--- src/rtl/panel_cmd_pkg.sv ---
package panel_cmd_pkg;

    typedef enum logic [1:0] {
        M_IDLE = 2'd0,
        M_CMD  = 2'd1,
        M_DATA = 2'd2
    } mode_e;

    typedef enum logic [2:0] {
        K_COL_LO,
        K_COL_HI,
        K_PAGE,
        K_FLAG,
        K_SKIP,
        K_NOP,
        K_BAD
    } op_kind_e;

    typedef enum logic [1:0] {
        F_MIRROR,
        F_ALLON,
        F_INVERSE,
        F_ENABLE
    } flag_sel_e;

    typedef struct packed {
        op_kind_e  kind;
        flag_sel_e fsel;
        logic      fval;
        logic [3:0] arg;
    } op_info_t;

    typedef struct packed {
        logic mirror;
        logic all_on;
        logic inverse;
        logic enable;
    } flags_t;

    localparam logic [7:0] CTRL_CMD  = 8'h80;
    localparam logic [7:0] CTRL_DATA = 8'h40;

    // Sort one opcode into the action class it triggers.
    function automatic op_info_t classify(input logic [7:0] op);
        op_info_t info;
        info.kind = K_BAD;
        info.fsel = F_MIRROR;
        info.fval = op[0];
        info.arg  = op[3:0];
        case (op) inside
            [8'h00:8'h0F]: info.kind = K_COL_LO;
            [8'h10:8'h20]: info.kind = K_COL_HI;
            [8'hB0:8'hBF]: info.kind = K_PAGE;
            8'hA0, 8'hA1: begin info.kind = K_FLAG; info.fsel = F_MIRROR;  end
            8'hA4, 8'hA5: begin info.kind = K_FLAG; info.fsel = F_ALLON;   end
            8'hA6, 8'hA7: begin info.kind = K_FLAG; info.fsel = F_INVERSE; end
            8'hAE, 8'hAF: begin info.kind = K_FLAG; info.fsel = F_ENABLE;  end
            8'h81, 8'hA8, 8'hAD, 8'hD3, 8'hD5,
            8'hD8, 8'hD9, 8'hDA, 8'hDB: info.kind = K_SKIP;
            [8'h40:8'h7F], [8'hC0:8'hC8], 8'hE3: info.kind = K_NOP;
            default: info.kind = K_BAD;
        endcase
        return info;
    endfunction

endpackage

--- src/rtl/panel_op_classify.sv ---
module panel_op_classify
    import panel_cmd_pkg::*;
(
    input  logic [7:0] op,
    output op_info_t   info
);
    assign info = classify(op);
endmodule

--- src/rtl/panel_state_regs.sv ---
module panel_state_regs
    import panel_cmd_pkg::*;
#(
    parameter int COL_W  = 8,
    parameter int PAGE_W = 3
) (
    input  logic              clk,
    input  logic              rst,
    input  logic              cmd_apply,
    input  op_info_t          info,
    input  logic              col_inc,
    output logic [COL_W-1:0]  column,
    output logic [PAGE_W-1:0] page,
    output flags_t            flags
);
    always_ff @(posedge clk) begin
        if (rst) begin
            column <= '0;
            page   <= '0;
            flags  <= '0;
        end else if (col_inc) begin
            column <= column + COL_W'(1);
        end else if (cmd_apply) begin
            case (info.kind)
                K_COL_LO: column[3:0] <= info.arg;
                K_COL_HI: column[7:4] <= info.arg;
                K_PAGE:   page        <= info.arg[PAGE_W-1:0];
                K_FLAG: begin
                    case (info.fsel)
                        F_MIRROR:  flags.mirror  <= info.fval;
                        F_ALLON:   flags.all_on  <= info.fval;
                        F_INVERSE: flags.inverse <= info.fval;
                        default:   flags.enable  <= info.fval;
                    endcase
                end
                default: ;
            endcase
        end
    end

    // Unknown and no-effect opcodes leave pointers and flags alone.
    p_bad_op_still_r11: assert property (@(posedge clk) disable iff (rst)
        (cmd_apply && !col_inc && info.kind == K_BAD)
        |=> ($stable(column) && $stable(page) && $stable(flags)));

    p_nop_still_r10: assert property (@(posedge clk) disable iff (rst)
        (cmd_apply && !col_inc && info.kind == K_NOP)
        |=> ($stable(column) && $stable(page) && $stable(flags)));
endmodule

--- src/rtl/panel_cmd_decoder.sv ---
module panel_cmd_decoder
    import panel_cmd_pkg::*;
#(
    parameter int NUM_COLS  = 132,
    parameter int NUM_PAGES = 8,
    localparam int FB_DEPTH = NUM_COLS * NUM_PAGES,
    localparam int ADDR_W   = $clog2(FB_DEPTH),
    localparam int PAGE_W   = $clog2(NUM_PAGES)
) (
    input  logic              clk,
    input  logic              rst,
    input  logic              byte_valid,
    input  logic [7:0]        byte_data,
    input  logic              xfer_end,
    input  logic              clear_redraw,
    output logic              fb_we,
    output logic [ADDR_W-1:0] fb_addr,
    output logic [7:0]        fb_wdata,
    output logic [7:0]        column,
    output logic [PAGE_W-1:0] page,
    output logic              flag_mirror,
    output logic              flag_all_on,
    output logic              flag_inverse,
    output logic              flag_enable,
    output logic              redraw,
    output logic              unknown_cmd,
    output logic              ctrl_err
);
    localparam int COL_W = 8;
    localparam logic [ADDR_W-1:0] COLS_A = ADDR_W'(NUM_COLS);

    mode_e    mode_q, mode_d;
    logic     skip_q;
    op_info_t info;
    flags_t   flags;

    panel_op_classify u_classify (
        .op   (byte_data),
        .info (info)
    );

    logic in_cmd, skip_byte, cmd_apply, col_ok, col_inc;
    assign in_cmd    = byte_valid && (mode_q == M_CMD);
    assign skip_byte = in_cmd && skip_q;
    assign cmd_apply = in_cmd && !skip_q;
    assign col_ok    = column < COL_W'(NUM_COLS);
    assign col_inc   = byte_valid && (mode_q == M_DATA) && col_ok;

    panel_state_regs #(
        .COL_W  (COL_W),
        .PAGE_W (PAGE_W)
    ) u_regs (
        .clk       (clk),
        .rst       (rst),
        .cmd_apply (cmd_apply),
        .info      (info),
        .col_inc   (col_inc),
        .column    (column),
        .page      (page),
        .flags     (flags)
    );

    assign flag_mirror  = flags.mirror;
    assign flag_all_on  = flags.all_on;
    assign flag_inverse = flags.inverse;
    assign flag_enable  = flags.enable;

    always_comb begin
        mode_d = mode_q;
        if (byte_valid) begin
            case (mode_q)
                M_IDLE: begin
                    if (byte_data == CTRL_CMD)       mode_d = M_CMD;
                    else if (byte_data == CTRL_DATA) mode_d = M_DATA;
                end
                M_CMD:   if (!skip_q) mode_d = M_IDLE;
                default: mode_d = mode_q;
            endcase
        end
        if (xfer_end) mode_d = M_IDLE;
    end

    always_ff @(posedge clk) begin
        if (rst) begin
            mode_q      <= M_IDLE;
            skip_q      <= 1'b0;
            fb_we       <= 1'b0;
            fb_addr     <= '0;
            fb_wdata    <= '0;
            redraw      <= 1'b0;
            unknown_cmd <= 1'b0;
            ctrl_err    <= 1'b0;
        end else begin
            mode_q <= mode_d;
            if (skip_byte)      skip_q <= 1'b0;
            else if (cmd_apply) skip_q <= (info.kind == K_SKIP);
            fb_we    <= col_inc;
            fb_addr  <= ADDR_W'(column) + ADDR_W'(page) * COLS_A;
            fb_wdata <= byte_data;
            if (col_inc)           redraw <= 1'b1;
            else if (clear_redraw) redraw <= 1'b0;
            unknown_cmd <= cmd_apply && (info.kind == K_BAD);
            ctrl_err    <= byte_valid && (mode_q == M_IDLE)
                           && (byte_data != CTRL_CMD) && (byte_data != CTRL_DATA);
        end
    end

    p_ctrl_err_idle_r2: assert property (@(posedge clk) disable iff (rst)
        ctrl_err |-> (mode_q == M_IDLE && !fb_we));

    p_write_advances_r3: assert property (@(posedge clk) disable iff (rst)
        fb_we |-> (column == COL_W'($past(column) + COL_W'(1))));

    p_drop_r4: assert property (@(posedge clk) disable iff (rst)
        (byte_valid && mode_q == M_DATA && !col_ok) |=> (!fb_we && $stable(column)));

    p_skip_consumed_r8: assert property (@(posedge clk) disable iff (rst)
        (skip_byte && !xfer_end)
        |=> (mode_q == M_CMD && !skip_q && !unknown_cmd && $stable(column) && $stable(page)));

    p_cmd_to_idle_r9: assert property (@(posedge clk) disable iff (rst)
        cmd_apply |=> (mode_q == M_IDLE));

    p_end_idle_r12: assert property (@(posedge clk) disable iff (rst)
        xfer_end |=> (mode_q == M_IDLE));

    p_redraw_set_r13: assert property (@(posedge clk) disable iff (rst)
        fb_we |-> redraw);

    p_pulses_excl_r11: assert property (@(posedge clk) disable iff (rst)
        $countones({fb_we, unknown_cmd, ctrl_err}) <= 1);
endmodule

--- config.mk ---
export PLATFORM = sky130hd
export DESIGN_NAME = panel_cmd_decoder
export DESIGN_NICKNAME = d
export VERILOG_FILES = /design/src/rtl/panel_cmd_pkg.sv /design/src/rtl/panel_op_classify.sv /design/src/rtl/panel_state_regs.sv /design/src/rtl/panel_cmd_decoder.sv
export SDC_FILE = /design/constraint.sdc
export NUM_CORES = 1
export LEC_CHECK = 0
export BUFFER_PORTS_ARGS = -buffer_cell sky130_fd_sc_hd__buf_2
export CAP_MARGIN = 20
export CORE_ASPECT_RATIO = 0.8
export CORE_MARGIN = 4
export CORE_UTILIZATION = 50
export CTS_BUF_LIST = sky130_fd_sc_hd__clkbuf_2
export DETAILED_ROUTE_END_ITERATION = 16
export PLACE_DENSITY = 0.89
export SLEW_MARGIN = 10
export SYNTH_ARGS = -nofsm -noshare
export SYNTH_HDL_FRONTEND = slang
export SYNTH_SLANG_ARGS = --single-unit
export TNS_END_PERCENT = 30
--- constraint.sdc ---
create_clock -name clk -period 1.5 [get_ports clk]
set_input_delay 0.375 -clock clk [delete_from_list [all_inputs] [get_ports clk]]
set_output_delay 0.375 -clock clk [all_outputs]
set_load 0.05 [all_outputs]
Word-level counts from Yosys, hierarchy flattened --
Cells that the tools add are included.
Operators by class: reductions and logical operators 40, magnitude comparators 11, add/sub/neg operators 2, bitwise logic cells 2, mux-type cells 26, $mul 1, equal/unequal tests 33
Operators with widths (count):
- 8-bit == test, second input constant | 19
- 3-bit two-way mux | 8
- 2-bit two-way mux | 11
- 4-bit AND reduction | 5
- 8-bit >= comparator, second input constant | 2
- 8-bit <= comparator, second input constant | 2
- 8-bit two-way mux | 2
- 1-bit logical AND | 14
- 2-bit OR reduction | 6
- 8-bit by 11-bit adder with 11-bit output | 1
- 2-bit nonzero test | 5
- 3-bit by 6-bit multiplier with 9-bit output, second input constant | 1
- 9-bit OR reduction | 1
- 8-bit by 1-bit adder with 8-bit output, second input constant | 1
- 8-bit by 7-bit == test with 1-bit output, second input constant | 1
- 8-bit by 1-bit >= comparator with 1-bit output, second input constant | 1
- 8-bit by 5-bit >= comparator with 1-bit output, second input constant | 1
- 8-bit by 7-bit >= comparator with 1-bit output, second input constant | 1
- 8-bit by 4-bit <= comparator with 1-bit output, second input constant | 1
- 8-bit by 6-bit <= comparator with 1-bit output, second input constant | 1
- 8-bit by 7-bit <= comparator with 1-bit output, second input constant | 1
- 8-bit < comparator, second input constant | 1
- 4-bit two-way mux | 2
- 8-bit by 7-bit inequality test with 1-bit output, second input constant | 1
- other kinds (17) | 26
Word-level totals: register bits after elaboration 41, output and inout bits 38, bits of input ports 13

Logic depth before layout (Yosys ltp) --
Gate-level depths: netlist of the first run.
depth after elaboration 16, mapped depth 7, mapped depth without buffers 7

By module --
A second synthesis of the first run with hierarchy kept.
Unflattened totals: cells, all modules 254, area, all modules 2252.2 um^2
By module, submodules not included:
- panel_cmd_decoder | area an instance 1054.8 um^2, cells each 106, instances 1
- panel_state_regs | area an instance 884.6 um^2, cells each 103, instances 1
- panel_op_classify | area an instance 312.8 um^2, cells each 45, instances 1

Least setup slack after synthesis of the first run --
Ideal clock, no wire load.
path type reg2reg, start point reg u_regs.column[2], end point reg fb_addr[8], arrival 1911 ps, path buffers 0, period minus slack after synthesis 2043 ps, stages on the path, launching flop included 8, data required time 1368 ps, slack -543 ps, cell sequence dfxtp_1 ha_1 inv_1 fa_1 nor2b_1 o2111a_1 or3_1 a21oi_1
Between the ends: longest elaborated chain between the ends 1
RTL lines:
- start: declaration | RTL line panel_state_regs.sv:12 | output logic [COL_W-1:0] column,
- start signal: assignment | RTL line panel_state_regs.sv:22 | column <= column + COL_W'(1);
- start signal: assignment | RTL line panel_state_regs.sv:25 | K_COL_LO: column[3:0] <= info.arg;
- 8-bit by 11-bit adder with 11-bit output | RTL line panel_cmd_decoder.sv:98 | fb_addr <= ADDR_W'(column) + ADDR_W'(page) * COLS_A;
- end signal: assignment | RTL line panel_cmd_decoder.sv:98
- end: declaration | RTL line panel_cmd_decoder.sv:17 | output logic [ADDR_W-1:0] fb_addr,
No other way between the ends. A chain may end at the register's enable or synchronous reset.

Worst setup path in the final report of the first run --
start point reg u_regs.page[0], end point reg fb_addr[8]
Between the ends: longest elaborated chain between the ends 2
RTL lines:
- start: declaration | RTL line panel_state_regs.sv:13 | output logic [PAGE_W-1:0] page,
- start signal: assignment | RTL line panel_state_regs.sv:27 | K_PAGE: page <= info.arg[PAGE_W-1:0];
- 3-bit by 6-bit multiplier with 9-bit output | RTL line panel_cmd_decoder.sv:98
- 8-bit by 11-bit adder with 11-bit output | RTL line panel_cmd_decoder.sv:98
No other way between the ends.

==> results.json, run 1 <==
{
  "status": "complete, but fails checks",
  "violations": "setup timing",
  "synth_edf_count": 0,
  "die_area_um2": 5292,
  "cts_tree": "yes",
  "async_reset_ff_share_pct": 0,
  "synth-compound-area-share_pct": 17.75,
  "fin_util_pct": 74.10,
  "slew_violations": 0,
  "start_util_pct": 53.62,
  "row_count": 20,
  "synth-seq-cells": 41,
  "path_max_fanout": 3,
  "worstSkewPairLatency_ns": 0.41,
  "arrival_ns": 2.00,
  "period_share_pct": 109.5,
  "fp.coreArea_um2": 3904,
  "clock_skew_ns": 0.005786,
  "drc": 0,
  "cts_root_buf": "clkbuf_2",
  "critPathKind": "register to register",
  "synthXorXnorAreaFrac_pct": 1.255,
  "synth_top_area_cell": "dfxtp_1",
  "die_x_um": 80.34,
  "fp.dieH_um": 65.87,
  "final_nets": 333,
  "crit_chain": "ha_4 -> inv_2 -> fa_2 -> nor2b_2 -> o2111a_1 -> or3_1 -> a21oi_1",
  "port_buffers": 50,
  "end_kind": "register",
  "htree_levels": 2,
  "fill_cells": 276,
  "p_per_area_nw_per_um2": 692.5,
  "clkTransAtPathRegs_ns": 0.21,
  "grt_max_degree": 28,
  "period_needed_ns": 1.643,
  "post_dp_cell_area_um2": 2658,
  "vias": 2170,
  "finalWorstSetupSlack_ns": -0.1430,
  "ant_nets": 0,
  "yosysWarnings": 0,
  "cellLeakagePower_nw": 1.324,
  "grt_overflow_total": 0,
  "fmax_mhz": 608.6,
  "firstDrtPassIters": 5,
  "io_pins": 51,
  "ir_drop_mv": 0.5943,
  "synthMuxAreaShare_pct": 4.782,
  "finalSetupTns_ns": -0.5229,
  "worst_slew_pin_slew_ns": 0.3316,
  "fin_area_um2": 2893,
  "vias_per_cell": 5.865,
  "ctsLongestPathBuffers": 2,
  "worstHoldPathType": "input pin to register",
  "timing_hold_violations_final": 0,
  "synth-simple-area-share_pct": 27.50,
  "netlist_instances": 234,
  "area_growth_pct": 38.19,
  "setup_viol": 8,
  "synth_area_leaders": "dfxtp_1 (39%), mux2i_1 (4.8%), nor2_1 (4.7%), nor2b_1 (4.2%), ha_1 (3.0%)",
  "cts.sinks": 41,
  "syn-cell-area_um2": 2093,
  "grt_pass1_wl_um": 9839,
  "relSlewSlack_pct": 77.32,
  "first_iter_violations": 355,
  "ys_seq_area_share_pct": 39.21,
  "yosys.area.top_type_share_pct": 39.21,
  "antenna_found_initial": 0,
  "first_global_vias": 2079,
  "synth_top_family_by_area": "simple AND/OR/NAND/NOR gates",
  "synth_commonest_cells": "dfxtp_1 (41), nor2_1 (26), nor2b_1 (14)",
  "wl_per_cell_um": 16.57,
  "wl_um": 6132,
  "crit_path_top_delay_cell": "dfxtp_4",
  "grt_usage_pct": 23.52,
  "drive_gt1_share_pct": 41.90,
  "slowest_delay_ns": 0.40,
  "syn_area_per_cell_um2": 8.946,
  "numCtsBuffers": 5,
  "crit_required_ns": 1.86,
  "gp_congestion": 0.8861,
  "synth_cell_types": 53,
  "diodes": 0,
  "yosysMostFrequentCell": "dfxtp_1",
  "maxCapViolations": 0,
  "rsz0062_at_grt": "true",
  "syn-num-nets": 253,
  "startpoint_type": "register",
  "synthAdderAreaFrac_pct": 3.945,
  "dp_hpwl_um": 4220,
  "p_total_mw": 2.003,
  "pre_cts_ws_ns": -0.08944,
  "ys.flop_type": "dfxtp_1"
}
path summary, 6_finish.rpt:
check                           end  depth (start not counted)                        start  slack [ns]
max reg2reg   fb_addr[8]$_SDFF_PP0_                          7  u_regs.page[0]$_SDFFE_PP0P_       -0.14
min reg2reg     redraw$_SDFFE_PP0P_                          2          redraw$_SDFFE_PP0P_        0.51
min          mode_q[1]$_SDFFE_PP0P_                          3                     xfer_end        0.19
max           fb_addr[8]$_SDFF_PP0_                          7  u_regs.page[0]$_SDFFE_PP0P_       -0.14
worst max-delay path, delay by kind of cell (launching register included):
kind                       cells  cell delay, ns
and+or+nand+nor                2            0.37
DFF                            1            0.40
adders and majority gates      2            0.38
AOI/OAI and AO/OA              2            0.40
buffers and inverters          1            0.05
sequential cells by signal, summed over array words and instances (netlist names):
signal         cells
fb_addr           11
fb_wdata           8
u_regs.column      8
u_regs.flags       4
u_regs.page        3
mode_q             2
ctrl_err           1
fb_we              1
redraw             1
skip_q             1
unknown_cmd        1
report_power, final:
group | total, mW | switching [mW] | leakage [nW] | internal (mW)
Combinational | 0.242 | 0.158 | 0.940 | 0.0840
Sequential | 1.10 | 0.00272 | 0.341 | 1.09
Clock | 0.666 | 0.379 | 0.0430 | 0.287
Total | 2.00 | 0.540 | 1.32 | 1.46
routing by layer:
layer | GRT usage [%] | wire [µm]
met1 | 31.21 | 2678
met2 | 37.29 | 2778
met3 | 5.995 | 559
met4 | 7.595 | 116
met5 | 0 | 0
per-stage QoR:
stage          std cells  hold WS, ns
3_3_place_gp         358       0.4564
4_1_cts              370       0.1938
6_report             370       0.1949
3_5_place_dp         358       0.4887
2_1_floorplan        234       0.4851
5_1_grt              370       0.1977
kinds of logic (layout without fill, tap and decap cells):
logic type                 Yosys count  count (layout)
and+or+nand+nor                    100             100
AOI/OAI and AO/OA                   48              48
DFF                                 41              41
buffers and inverters               26             107
muxes                               10              10
adders and majority gates            6               6
xor gates and xnor gates             3               3
cell usage in the layout, fill, tap and decap left out, types with 3 or more instances in the layout:
master    count
buf_2        39
inv_1        11
nand4_1       6
mux2i_1      10
a211o_1       4
buf_4        35
o21ai_0       7
a311oi_1      3
clkbuf_4      3
o2111a_1      3
buf_6         4
nor2b_1      13
nand2b_1      6
dfxtp_1      29
nor4_1        3
dfxtp_4       6
nor3_1        5
a21oi_2       3
dfxtp_2       6
nand2_1      10
nor2_1       26
a21oi_1       4
buf_8         5
clkbuf_2      6
nand3_1      10
ha_4          3
layout make-up:
type,instances,area [µm²],share of cell area (%)
repair buffers,87,620.6,21.45
well taps,55,68.82,2.379
inverters,12,45.04,1.557
flip-flops and latches,41,850.8,29.41
multi-input cells,167,1242,42.95
clock inverters,2,35.03,1.211
clock buffers,6,30.03,1.038
repair_timing:
action                                  4_1_cts  5_1_grt
pin swaps                                     4        2
endpoints found under the setup margin       17       21
gates resized for setup                      29       14
hold buffers                                  0        0
setup buffers                                 4        0
Note: power is estimated with default switching activity, not from simulation.
==> run 2: changes to the inputs <==
- CORE_MARGIN: 4 -> 2
- CORE_UTILIZATION: 50 -> 59
- PLACE_DENSITY: 0.89 -> 0.95
- clock period: 1.5 -> 1.9 ns (I/O delays scaled with it)
==> run 2 against run 1 <==
  * The run now ends clean
  * Die area shrank 24%
  * Non-clock buffer count down 30
  * Sequential power decreased by 21%
  * Combinational power fell by 33%
  * Critical endpoint unchanged
  * Largest power group unchanged
  * Via count fell by 9.6%
==> results.json, run 2 (synthesis results as in run 1) <==
{
  "row_count": 19,
  "end_kind": "register",
  "vias_per_cell": 5.997,
  "firstDrtPassIters": 5,
  "final_cell_mix": "buf_2 (50), dfxtp_1 (35), nor2_1 (26)",
  "io_pins": 51,
  "power_frac_seq_pct": 56.3,
  "cellLeakagePower_nw": 1.162,
  "numCtsBuffers": 5,
  "critPathKind": "register to register",
  "holdBufCountCts": 0,
  "antenna_found_initial": 0,
  "fmax_mhz": 566.7,
  "rsz0062_at_grt": "false",
  "final_nets": 303,
  "die_area_um2": 4043,
  "period_needed_ns": 1.765,
  "fill_cells": 260,
  "die_x_um": 70.60,
  "rr_endpoint": "fb_addr[8]$_SDFF_PP0_",
  "grt_max_degree": 28,
  "grt_usage_pct": 25.31,
  "port_buffers": 50,
  "clkTransAtPathRegs_ns": 0.19,
  "relSlewSlack_pct": 67.65,
  "path_max_fanout": 8,
  "start_util_pct": 61.15,
  "finalSetupTns_ns": 0,
  "drive_gt1_share_pct": 28.07,
  "slew_violations": 0,
  "p_sw_share_pct": 26.33,
  "cts.sinks": 41,
  "arrival_ns": 2.10,
  "worstHoldPathType": "input pin to register",
  "clock_skew_ns": 0.01637,
  "worstSkewPairLatency_ns": 0.43,
  "cts_root_buf": "clkbuf_2",
  "crit_start": "u_regs.column[2]$_SDFFE_PP0P_",
  "setup_viol": 0,
  "dp_hpwl_um": 3542,
  "htree_levels": 2,
  "layout_commonest_cell": "buf_2",
  "largest_register_ffs": 11,
  "fp.coreArea_um2": 3423,
  "cts_resized": 0,
  "intPower_mw": 1.141,
  "wl_per_cell_um": 15.21,
  "clkPwrFrac_pct": 33.1,
  "first_iter_violations": 260,
  "status": "finished, final reports clean",
  "drc": 0,
  "p_per_area_nw_per_um2": 631.7,
  "startpoint_type": "register",
  "grt_pass1_wl_um": 8086,
  "top_regs": "fb_addr x11, fb_wdata x8, u_regs.column x8",
  "holdWs_ns": 0.2888,
  "grt_overflow_total": 0,
  "gp_congestion": 0.8731,
  "vias": 1961,
  "worst_slew_pin_slew_ns": 0.4853,
  "fin_area_um2": 2451,
  "crit_required_ns": 2.24,
  "area_growth_pct": 17.09,
  "r2r_setup_slack_ns": 0.14,
  "regMostFlops": "fb_addr",
  "cts_setup_buffers": 0,
  "reg2reg_from": "u_regs.column[2]$_SDFFE_PP0P_",
  "switchingPower_mw": 0.4076,
  "fin_util_pct": 71.60,
  "reg2regPathDepth": 7,
  "ir_drop_mv": 0.6240,
  "first_global_vias": 1692,
  "period_share_pct": 92.88,
  "wl_um": 4973,
  "diodes": 0,
  "pwr-share-comb_pct": 10.5,
  "hold_depth": 3,
  "endpoint": "fb_addr[8]$_SDFF_PP0_",
  "ant_nets": 0,
  "cts_tree": "yes",
  "ctsLongestPathBuffers": 2,
  "timing_hold_violations_final": 0,
  "fp.dieH_um": 57.28,
  "post_dp_cell_area_um2": 2385,
  "maxCapViolations": 0
}
==> run 2: cell types whose count changed in the layout (fill, tap and decap cells not counted), sizes merged <==
cell | previous run | this run
buf | 84 | 57
clkbuf | 9 | 6
==> run 2: critical path: stages, from the launching register on <==
cell and delay [ns]:
dfxtp_4 0.44, ha_1 0.19, inv_1 0.06, fa_1 0.37
nor2b_1 0.20, o2111a_1 0.25, or3_1 0.12, a21oi_1 0.06
==> run 2: worst min path at each step <==
stage | from | to | slack [ns]
after detailed placement | redraw$_SDFFE_PP0P_ | redraw$_SDFFE_PP0P_ | 0.46
after global routing | clear_redraw | redraw$_SDFFE_PP0P_ | 0.30
after global placement | redraw$_SDFFE_PP0P_ | redraw$_SDFFE_PP0P_ | 0.46
after CTS | clear_redraw | redraw$_SDFFE_PP0P_ | 0.29
after floorplan | mode_q[1]$_SDFFE_PP0P_ | ctrl_err$_SDFF_PP0_ | 0.49
final | clear_redraw | redraw$_SDFFE_PP0P_ | 0.29
==> run 2: per-stage QoR <==
stage	setup slack [ns]	cells	power, mW
final	0.1352	327	1.548
after global routing	0.02191	327	1.599
after CTS	0.1344	327	1.551
after detailed placement	0.1614	319	1.050
after global placement	0.2195	319	1.048
after floorplan	0.09378	234	1.008
==> run 2: per-layer routing <==
layer  up-vias  global-route usage (%)  wire length [µm]
met5         -                       0                 0
met4         0                   8.086                72
met3         7                   4.417               433
met2       101                   39.22              2227
met1       902                   36.37              2239
li1        951                       -                 -
==> run 2: area by class of cell <==
| class | count | area, µm² | area share (%) |
|---|---|---|---|
| tap | 42 | 52.55 | 2.144 |
| multi-input combinational | 167 | 1156 | 47.17 |
| clock inverter | 2 | 33.78 | 1.378 |
| timing repair buffer | 57 | 302.8 | 12.35 |
| clock buffer | 6 | 30.03 | 1.225 |
| inverter | 12 | 45.04 | 1.838 |
| sequential | 41 | 830.8 | 33.89 |
==> run 2: power by group through the flow <==
stage          registers, mW  clock network, mW  logic (mW)
6_report               0.872              0.513       0.163
3_3_place_gp           0.891                  0       0.157
3_5_place_dp           0.891                  0       0.160
5_1_grt                0.874              0.550       0.176
2_1_floorplan          0.928                  0      0.0796
4_1_cts                0.873              0.517       0.161
==> run 3: changes to the inputs <==
- CORE_UTILIZATION: 59 -> 55
- PLACE_DENSITY: 0.95 -> 0.93
- clock period: 1.9 -> 1.7 ns (I/O delays scaled with it)
==> run 3 against run 2 <==
  * Total power up 2.9%
  * Cell count up 2.8%
  * Critical path depth down 2
  * Die area up 6.8%
  * Clock power down 15%
  * Global-route usage up 0.19 points
  * Cell area up 3.6%
  * Highest routed layer unchanged
  * Maximum frequency up 6.3%
  * Worst setup slack worse by 0.095 ns
  * Via count up 2.9%
==> results.json, run 3 (synthesis results as in run 1) <==
{
  "status": "finished, final reports clean",
  "largest_register_ffs": 11,
  "grt_pass1_wl_um": 8335,
  "start_util_pct": 56.14,
  "slew_violations": 0,
  "row_count": 20,
  "top_regs": "fb_addr x11, fb_wdata x8, u_regs.column x8",
  "final_cell_mix": "buf_2 (47), dfxtp_1 (34), nor2_1 (26)",
  "clock_skew_ns": 0.009599,
  "firstDrtPassIters": 4,
  "holdBufCountCts": 0,
  "period_share_pct": 97.64,
  "htree_levels": 2,
  "first_iter_violations": 134,
  "gp_congestion": 0.9029,
  "layout_commonest_cell": "buf_2",
  "p_per_area_nw_per_um2": 627.1,
  "cts_root_buf": "clkbuf_2",
  "wl_um": 5263,
  "worstSkewPairLatency_ns": 0.41,
  "ctsLongestPathBuffers": 2,
  "path_max_fanout": 5,
  "setup_viol": 0,
  "fmax_mhz": 602.4,
  "clkTransAtPathRegs_ns": 0.21,
  "pre_cts_ws_ns": 0.03122,
  "finalWorstSetupSlack_ns": 0.04009,
  "antenna_found_initial": 0,
  "critPathKind": "register to register",
  "grt_usage_pct": 25.50,
  "drc": 0,
  "area_growth_pct": 21.34,
  "fp.dieH_um": 59.18,
  "fin_area_um2": 2540,
  "diodes": 0,
  "fill_cells": 303,
  "grt_max_degree": 23,
  "startpoint_type": "register",
  "regMostFlops": "fb_addr",
  "post_dp_cell_area_um2": 2467,
  "drive_gt1_share_pct": 32.19,
  "die_x_um": 72.98,
  "vias_per_cell": 6.006,
  "first_global_vias": 1759,
  "wl_per_cell_um": 15.66,
  "worst_slew_pin_slew_ns": 0.4797,
  "die_area_um2": 4319,
  "grt_overflow_total": 0,
  "numCtsBuffers": 5,
  "fp.coreArea_um2": 3729,
  "period_needed_ns": 1.660,
  "dp_hpwl_um": 3781,
  "worstHoldPathType": "input pin to register",
  "timing_hold_violations_final": 0,
  "cts_setup_buffers": 0,
  "arrival_ns": 1.97,
  "port_buffers": 50,
  "io_pins": 51,
  "end_kind": "register",
  "ant_nets": 0,
  "crit_required_ns": 2.01,
  "vias": 2018,
  "ir_drop_mv": 0.4724,
  "cts.sinks": 41,
  "final_nets": 310,
  "cts_tree": "yes",
  "cellLeakagePower_nw": 1.184,
  "maxCapViolations": 0,
  "relSlewSlack_pct": 68.02
}
run 3: cell types whose count changed in the layout (fill, tap and decap cells not counted), sizes merged:
cell / before / now
buf: 57 / 62
clkbuf: 6 / 8
bufinv: 1 / 0
clkinv: 1 / 2
run 3: worst max-delay path, cell delays in order, from the launching register on:
cell and delay [ns]:
dfxtp_1 0.46, ha_1 0.24, nand2b_1 0.19, nor3_1 0.06
a311oi_1 0.43, o311ai_2 0.17
run 3: what timing repair did:
item,in CTS,in global routing
endpoints found under the hold margin,0,0
gates cloned,0,0
pin swaps,0,0
endpoints found under the setup margin,1,5
gates resized for setup,1,8
run 3: routing by layer:
layer	vias up	track usage (%)	wire, µm
met3	10	6.293	395
met4	0	6.878	63
met5	-	0	0
met2	102	38.83	2406
li1	968	-	-
met1	938	36.23	2398
run 3: report_power, final:
group	switching, mW	internal, mW
clock network	0.332	0.103
logic	0.133	0.0578
registers	0.00226	0.965
total	0.467	1.13
run 3: final cells by class:
class	count	area, µm²	area share [%]
clock buffer	6	30.03	1.182
clock inverter	2	10.01	0.3941
inverter	12	45.04	1.773
timing repair buffer	64	362.8	14.29
tap	44	55.05	2.167
sequential	41	844.6	33.25
multi-input combinational	167	1192	46.95
run 3: per-stage QoR:
stage	setup TNS (ns)	power, mW	util [%]	cells	hold WS, ns
floorplan	0	1.117	-	234	0.4851
global placement	0	1.169	66.17	328	0.4773
finish	0	1.593	68.12	336	0.2434
global route	-0.06318	1.663	68.12	336	0.2010
detailed placement	0	1.173	66.17	328	0.4976
CTS	0	1.589	67.32	336	0.2419
run 3: path summary, 6_finish.rpt:
path	start	endpoint	slack (ns)	depth (start not counted)
max	u_regs.column[7]$_SDFFE_PP0P_	fb_addr[9]$_SDFF_PP0_	0.04	5
min reg2reg	redraw$_SDFFE_PP0P_	redraw$_SDFFE_PP0P_	0.52	2
min	xfer_end	mode_q[1]$_SDFFE_PP0P_	0.24	3
max reg2reg	u_regs.column[7]$_SDFFE_PP0P_	fb_addr[9]$_SDFF_PP0_	0.04	5
